<file path="config.mk">
export PLATFORM = sky130hd
export DESIGN_NAME = mailbox_irq_flags
export DESIGN_NICKNAME = d
export VERILOG_FILES = /design/src/rtl/mbif_pkg.sv /design/src/rtl/mbif_fifo_occ.sv /design/src/rtl/mbif_flag_bank.sv /design/src/rtl/mailbox_irq_flags.sv
export SDC_FILE = /design/constraint.sdc
export NUM_CORES = 1
export LEC_CHECK = 0
export BUFFER_PORTS_ARGS = -buffer_cell sky130_fd_sc_hd__buf_2
export CORE_MARGIN = 2
export CORE_UTILIZATION = 25
export DETAILED_ROUTE_END_ITERATION = 16
export PLACE_DENSITY_LB_ADDON = 0.12
export SYNTH_ARGS = -nofsm -noshare
export SYNTH_HDL_FRONTEND = slang
export SYNTH_SLANG_ARGS = --single-unit
</file>
<file path="constraint.sdc">
create_clock -name clk -period 1.9 [get_ports clk]
set_input_delay 0.38 -clock clk [delete_from_list [all_inputs] [get_ports clk]]
set_output_delay 0.38 -clock clk [all_outputs]
set_load 0.02 [all_outputs]
</file>
<file path="src/rtl/mbif_pkg.sv">
package mbif_pkg;
  localparam int REMAP_W   = 8;
  localparam int OVF_BIT   = 7;
  localparam int AFULL_BIT = 6;
  localparam int AVAIL_BIT = 5;
  localparam int RSV_TOP   = 4;
endpackage

</file>
<file path="src/rtl/mbif_fifo_occ.sv">
module mbif_fifo_occ #(
  parameter int DEPTH    = 6,
  parameter int AF_LEVEL = 4,
  localparam int CW      = $clog2(DEPTH + 1)
) (
  input  logic clk,
  input  logic rst,
  input  logic en,
  input  logic mode_chg,
  input  logic push,
  input  logic pop,
  output logic ovf_evt,
  output logic af_evt,
  output logic avail
);
  logic [CW-1:0] cnt_q, cnt_d;

  always_comb begin
    cnt_d   = cnt_q;
    ovf_evt = 1'b0;
    af_evt  = 1'b0;
    if (mode_chg) begin
      cnt_d = '0;
    end else if (en) begin
      if (push && !pop) begin
        if (cnt_q < CW'(DEPTH)) begin
          cnt_d  = cnt_q + 1'b1;
          af_evt = (cnt_q == CW'(AF_LEVEL - 1));
        end else begin
          ovf_evt = 1'b1;
        end
      end else if (pop && !push && cnt_q != '0) begin
        cnt_d = cnt_q - 1'b1;
      end
    end
  end

  assign avail = en && !mode_chg && (cnt_d != '0);

  always_ff @(posedge clk) begin
    if (rst) cnt_q <= '0;
    else     cnt_q <= cnt_d;
  end

  p_count_cap_r7: assert property (@(posedge clk) disable iff (rst)
    cnt_q <= CW'(DEPTH));
  p_both_hold_r7: assert property (@(posedge clk) disable iff (rst)
    (en && !mode_chg && push && pop) |=> $stable(cnt_q));
  p_full_hold_r8: assert property (@(posedge clk) disable iff (rst)
    (en && !mode_chg && push && !pop && cnt_q == CW'(DEPTH)) |=> $stable(cnt_q));
  p_mode_empty_r12: assert property (@(posedge clk) disable iff (rst)
    mode_chg |=> (cnt_q == '0));
endmodule

</file>
<file path="src/rtl/mbif_flag_bank.sv">
module mbif_flag_bank
  import mbif_pkg::*;
#(
  parameter int NBUF = 32
) (
  input  logic            clk,
  input  logic            rst,
  input  logic            fifo_en,
  input  logic            mode_chg,
  input  logic [NBUF-1:0] done,
  input  logic            wr_en,
  input  logic [NBUF-1:0] wr_data,
  input  logic            ovf_evt,
  input  logic            af_evt,
  input  logic            avail,
  output logic [NBUF-1:0] flags_q,
  output logic [NBUF-1:0] flags_d
);
  logic [NBUF-1:0] set_v;
  logic [NBUF-1:0] clr_v;

  assign clr_v = wr_en ? wr_data : '0;

  for (genvar gi = 0; gi < NBUF; gi++) begin : g_bit
    if (gi >= REMAP_W) begin : g_plain
      assign set_v[gi]   = done[gi];
      assign flags_d[gi] = set_v[gi] | (flags_q[gi] & ~clr_v[gi]);
    end else begin : g_remap
      if (gi == OVF_BIT) begin : g_ovf
        assign set_v[gi] = fifo_en ? ovf_evt : done[gi];
      end else if (gi == AFULL_BIT) begin : g_af
        assign set_v[gi] = fifo_en ? af_evt : done[gi];
      end else if (gi == AVAIL_BIT) begin : g_av
        assign set_v[gi] = fifo_en ? avail : done[gi];
      end else begin : g_rsv
        assign set_v[gi] = fifo_en ? 1'b0 : done[gi];
      end
      if (gi <= RSV_TOP) begin : g_rsv_clr
        assign flags_d[gi] = (mode_chg || fifo_en) ? 1'b0
                           : (set_v[gi] | (flags_q[gi] & ~clr_v[gi]));
      end else begin : g_fifo_bit
        assign flags_d[gi] = mode_chg ? 1'b0
                           : (set_v[gi] | (flags_q[gi] & ~clr_v[gi]));
      end
    end
  end

  always_ff @(posedge clk) begin
    if (rst) flags_q <= '0;
    else     flags_q <= flags_d;
  end

  p_set_upper_r2: assert property (@(posedge clk) disable iff (rst)
    1'b1 |=> ((flags_q[NBUF-1:REMAP_W] & $past(done[NBUF-1:REMAP_W]))
              == $past(done[NBUF-1:REMAP_W])));
  p_w1c_upper_r3: assert property (@(posedge clk) disable iff (rst)
    wr_en |=> ((flags_q[NBUF-1:REMAP_W]
                & $past(wr_data[NBUF-1:REMAP_W] & ~done[NBUF-1:REMAP_W])) == '0));
  p_reserved_zero_r6: assert property (@(posedge clk) disable iff (rst)
    fifo_en |=> (flags_q[RSV_TOP:0] == '0));
  p_mode_clear_r12: assert property (@(posedge clk) disable iff (rst)
    mode_chg |=> (flags_q[REMAP_W-1:0] == '0));
endmodule

</file>
<file path="src/rtl/mailbox_irq_flags.sv">
module mailbox_irq_flags #(
  parameter int NBUF       = 32,
  parameter int FIFO_DEPTH = 6,
  parameter int AF_LEVEL   = 4
) (
  input  logic            clk,
  input  logic            rst,
  input  logic            fifo_en_i,
  input  logic [NBUF-1:0] done_i,
  input  logic            fifo_push_i,
  input  logic            fifo_pop_i,
  input  logic            wr_en_i,
  input  logic [NBUF-1:0] wr_data_i,
  input  logic [NBUF-1:0] int_mask_i,
  output logic [NBUF-1:0] flags_o,
  output logic            irq_o
);
  logic            fifo_en_q;
  logic            mode_chg;
  logic            ovf_evt, af_evt, avail;
  logic [NBUF-1:0] flags_d;

  assign mode_chg = fifo_en_i ^ fifo_en_q;

  mbif_fifo_occ #(.DEPTH(FIFO_DEPTH), .AF_LEVEL(AF_LEVEL)) u_occ (
    .clk(clk), .rst(rst), .en(fifo_en_i), .mode_chg(mode_chg),
    .push(fifo_push_i), .pop(fifo_pop_i),
    .ovf_evt(ovf_evt), .af_evt(af_evt), .avail(avail)
  );

  mbif_flag_bank #(.NBUF(NBUF)) u_bank (
    .clk(clk), .rst(rst), .fifo_en(fifo_en_i), .mode_chg(mode_chg),
    .done(done_i), .wr_en(wr_en_i), .wr_data(wr_data_i),
    .ovf_evt(ovf_evt), .af_evt(af_evt), .avail(avail),
    .flags_q(flags_o), .flags_d(flags_d)
  );

  always_ff @(posedge clk) begin
    if (rst) begin
      fifo_en_q <= fifo_en_i;
      irq_o     <= 1'b0;
    end else begin
      fifo_en_q <= fifo_en_i;
      irq_o     <= |(flags_d & int_mask_i);
    end
  end

  p_irq_match_r11: assert property (@(posedge clk) disable iff (rst)
    irq_o == |(flags_o & $past(int_mask_i)));
endmodule

</file>
==> key figures <==
Run status
  – Status: finished, final reports clean

Setup path
  – Worst path cell trace: inv_2 -> ha_4 -> nor2b_4 -> a32o_2 -> a22o_1 -> nor4_4 -> a41oi_2 -> a31o_1
  – Crit path kind: flip-flop to flip-flop
  – Critical path's largest stage delay: 0.34 ns
  – Critical Path Sink Type: flip-flop
  – Reg2reg start: fifo_en_q
  – Setup slack, reg-to-reg: 0.08 ns
  – Worst-path fanout max: 4
  – Crit path launch type: flip-flop
  – CP max-delay cell: dfxtp_2
  – Critical path arrival: 2.00 ns
  – R2R depth: 8
  – Critical path required time: 2.08 ns
  – R2R Path End: irq_o

Detailed routing
  – DR vias/cell: 4.481
  – Initial DRC Count: 43
  – Via count: 2,124
  – Antenna Violating Nets Remaining: 0
  – Post-route DRC: 0
  – Drt wl/cell: 12.81 um
  – DRT Wirelength: 6.072 mm
  – Pre-Repair DR Iteration Count: 4

Min path
  – Worst Hold Path Cells: 3
  – Hold Crit Endpoint: u_bank.flags_q[29]
  – Worst hold path class: input pin to flip-flop
  – Min-delay src: done_i[29]

Finish
  – Number of nets in the layout: 482
  – Fin cells: 474
  – # fillers: 774
  – N_diodes: 0
  – Most common cell after layout, fill and taps aside: buf_2
  – Area delta synth->final: 54.16%
  – Design area: 2831 um2
  – Leading cell types in the layout, fill and taps excluded: buf_2, nor2_1, dfxtp_1, a21boi_1, nand2_1
  – Layout cell share with drive strength beyond 1: 44.27%

Synthesis
  – Synth async-reset ratio: 0%
  – Synth Register Bits: 37
  – EDFF count, synth: 0
  – Yosys cell types: 43
  – Cells after Synth: 228
  – Synth Flop Type: dfxtp_1
  – Mapped Area: 1837 um2
  – Avg Cell Area, Syn: 8.056 um2
  – Post-Syn Nets: 336
  – Synthesis Warnings: 0
  – Register area share after synthesis: 40.33%

Power
  – NetSw: 0.5363 mW
  – Net Sw Frac: 29.51%
  – P per Cell Area: 641.9 nW/um2
  – VDD IR max: 0.3038 mV
  – Total Power: 1.817 mW
  – Gate power share: 23.8%
  – Clock power frac: 29.9%
  – LEAKAGE: 1.393 nW
  – Seq pwr share: 46.3%
  – Pint: 1.281 mW

Place
  – RePlAce Congestion: 0.7701
  – Dpl cell area: 2715 um2
  – Placed cell count: 466
  – Final HPWL DP: 4.888 mm
  – Pre-CTS setup slack: -0.2221 ns
  – Port Buffers: 134

Clock tree
  – CTS tree: built
  – Post-CTS Setup Repair Bufs: 0
  – Latest clock arrival within the worst-skew pair: 0.29 ns
  – CTS Root Cell: clkbuf_8
  – CTS Buf Count: 5
  – Clk sinks: 37
  – H-tree depth: 2
  – CTS max path bufs: 2
  – Cts-stage hold buffer count: 0
  – Clock transition at the registers of the reported paths: 0.08 ns

STA
  – Setup-failing EPs final: 0
  – Clk_skew: 0.005339 ns
  – Worst Tran Pin Value: 0.3710 ns
  – Final Slew Violations: 0
  – Min Tclk post-route: 1.815 ns
  – Final setup margin: 0.08497 ns
  – RSZ-0062 raised after global routing: true
  – Fmax: 0.5510 GHz
  – Final Hold Viols: 0
  – Tcrit/Tclk final: 95.53%
  – Slew HR: 75.26%

Die
  – CORE AREA: 7176 um2
  – Die X: 89.72 um
  – Die height: 89.72 um
  – Initial core utilization: 25.60%
  – Die ar.: 8049 um2
  – # IOs: 135
  – # rows: 31

Global routing
  – Initial antenna violation count: 0
  – GR Overflow Total: 0
  – First-pass GRT wire length: 9.459 mm
  – Vias in the first global route: 2,052
  – GR Util All Layers: 14.39%
  – Pin count of the biggest net entering global routing: 33

Job
  – Max Cap Viol: 0
-- metrics by stage --
step	util, %	TNS (ns)	hold WS (ns)
2_1_floorplan	-	0	0.4077
3_3_place_gp	37.84	-0.1484	0.4813
3_5_place_dp	37.84	-0.2221	0.4946
4_1_cts	39.30	0	0.2999
5_1_grt	39.46	-0.03574	0.3140
6_report	39.46	0	0.3070
-- what timing repair did --
action / in CTS / in global routing
setup endpoints to repair: 1 / 1
cloned: 0 / 0
resized for setup: 3 / 6
pin swaps: 1 / 4
-- worst max path at each step --
stage / from / to / slack (ns) / cells after the start
2_1_floorplan: fifo_en_i / irq_o / 0.01 / 9
3_3_place_gp: fifo_en_i / irq_o / -0.15 / 9
3_5_place_dp: fifo_en_i / irq_o / -0.22 / 9
4_1_cts: fifo_en_q / irq_o / 0.06 / 8
5_1_grt: fifo_en_q / irq_o / -0.04 / 8
6_report: fifo_en_q / irq_o / 0.08 / 8
-- per-layer routing --
layer / wire length [um] / part of all wire [%] / track usage, % / vias to the layer above
met4: 32 / 0.53 / 3.846 / 0
met3: 456 / 7.5 / 4.275 / 4
met2: 2781 / 46 / 23.11 / 83
li1: - / - / - / 1090
met1: 2801 / 46 / 18.92 / 947
met5: 0 / 0 / 0 / -
-- cells by family after synthesis --
family / after synthesis / synth area share, %
buffers and inverters: 19 / 4.972
XOR/XNOR: 1 / 0.4769
adder cells (fa/ha/maj): 6 / 4.087
AND/OR/NAND/NOR: 87 / 20.98
AO/OA/AOI/OAI: 78 / 29.16
flip-flops: 37 / 40.33
-- registers in the layout (all words and copies together), names as in the netlist --
| name | cells |
|---|---|
| u_bank.flags_q | 32 |
| u_occ.cnt_q | 3 |
| fifo_en_q | 1 |
| irq_o | 1 |
-- worst max-delay path: cells and delay by family, from the launching register on --
family | cells | cell delay [ns]
compound gates | 4 | 0.79
fa+ha+maj | 1 | 0.16
buf+inv | 1 | 0.04
simple gates | 2 | 0.38
flops | 1 | 0.34
-- cell type report --
cell class	instances	area, um2	area share [%]
well taps	99	123.9	4.375
clock buffers	6	72.57	2.563
repair buffers	146	785.8	27.75
inverters	12	47.55	1.679
multi-input cells	172	1049	37.03
flip-flops and latches	37	743.2	26.25
clock inverters	2	10.01	0.3535
-- power by group through the flow --
stage               Sequential [mW]  Combinational [mW]  Clock, mW
finish                        0.842               0.433      0.543
global route                  0.848               0.476      0.600
CTS                           0.842               0.437      0.572
detailed placement            0.858               0.430          0
global placement              0.859               0.429          0
floorplan                     0.911               0.166          0
-- cell usage after synthesis (all sizes together) (3+ instances only) --
cell    number  area (um2)
nor2        51       191.4
dfxtp       37       740.7
o21ai       23       115.1
a21boi      22       165.2
nand2       13       48.80
inv         12       45.04
nor2b        9       56.30
a21oi        8       43.79
ha           6       75.07
buf          4       35.03
nand4        4       25.02
a21o         3       22.52
clkbuf       3       11.26
Power figures use the tool's default switching activity.
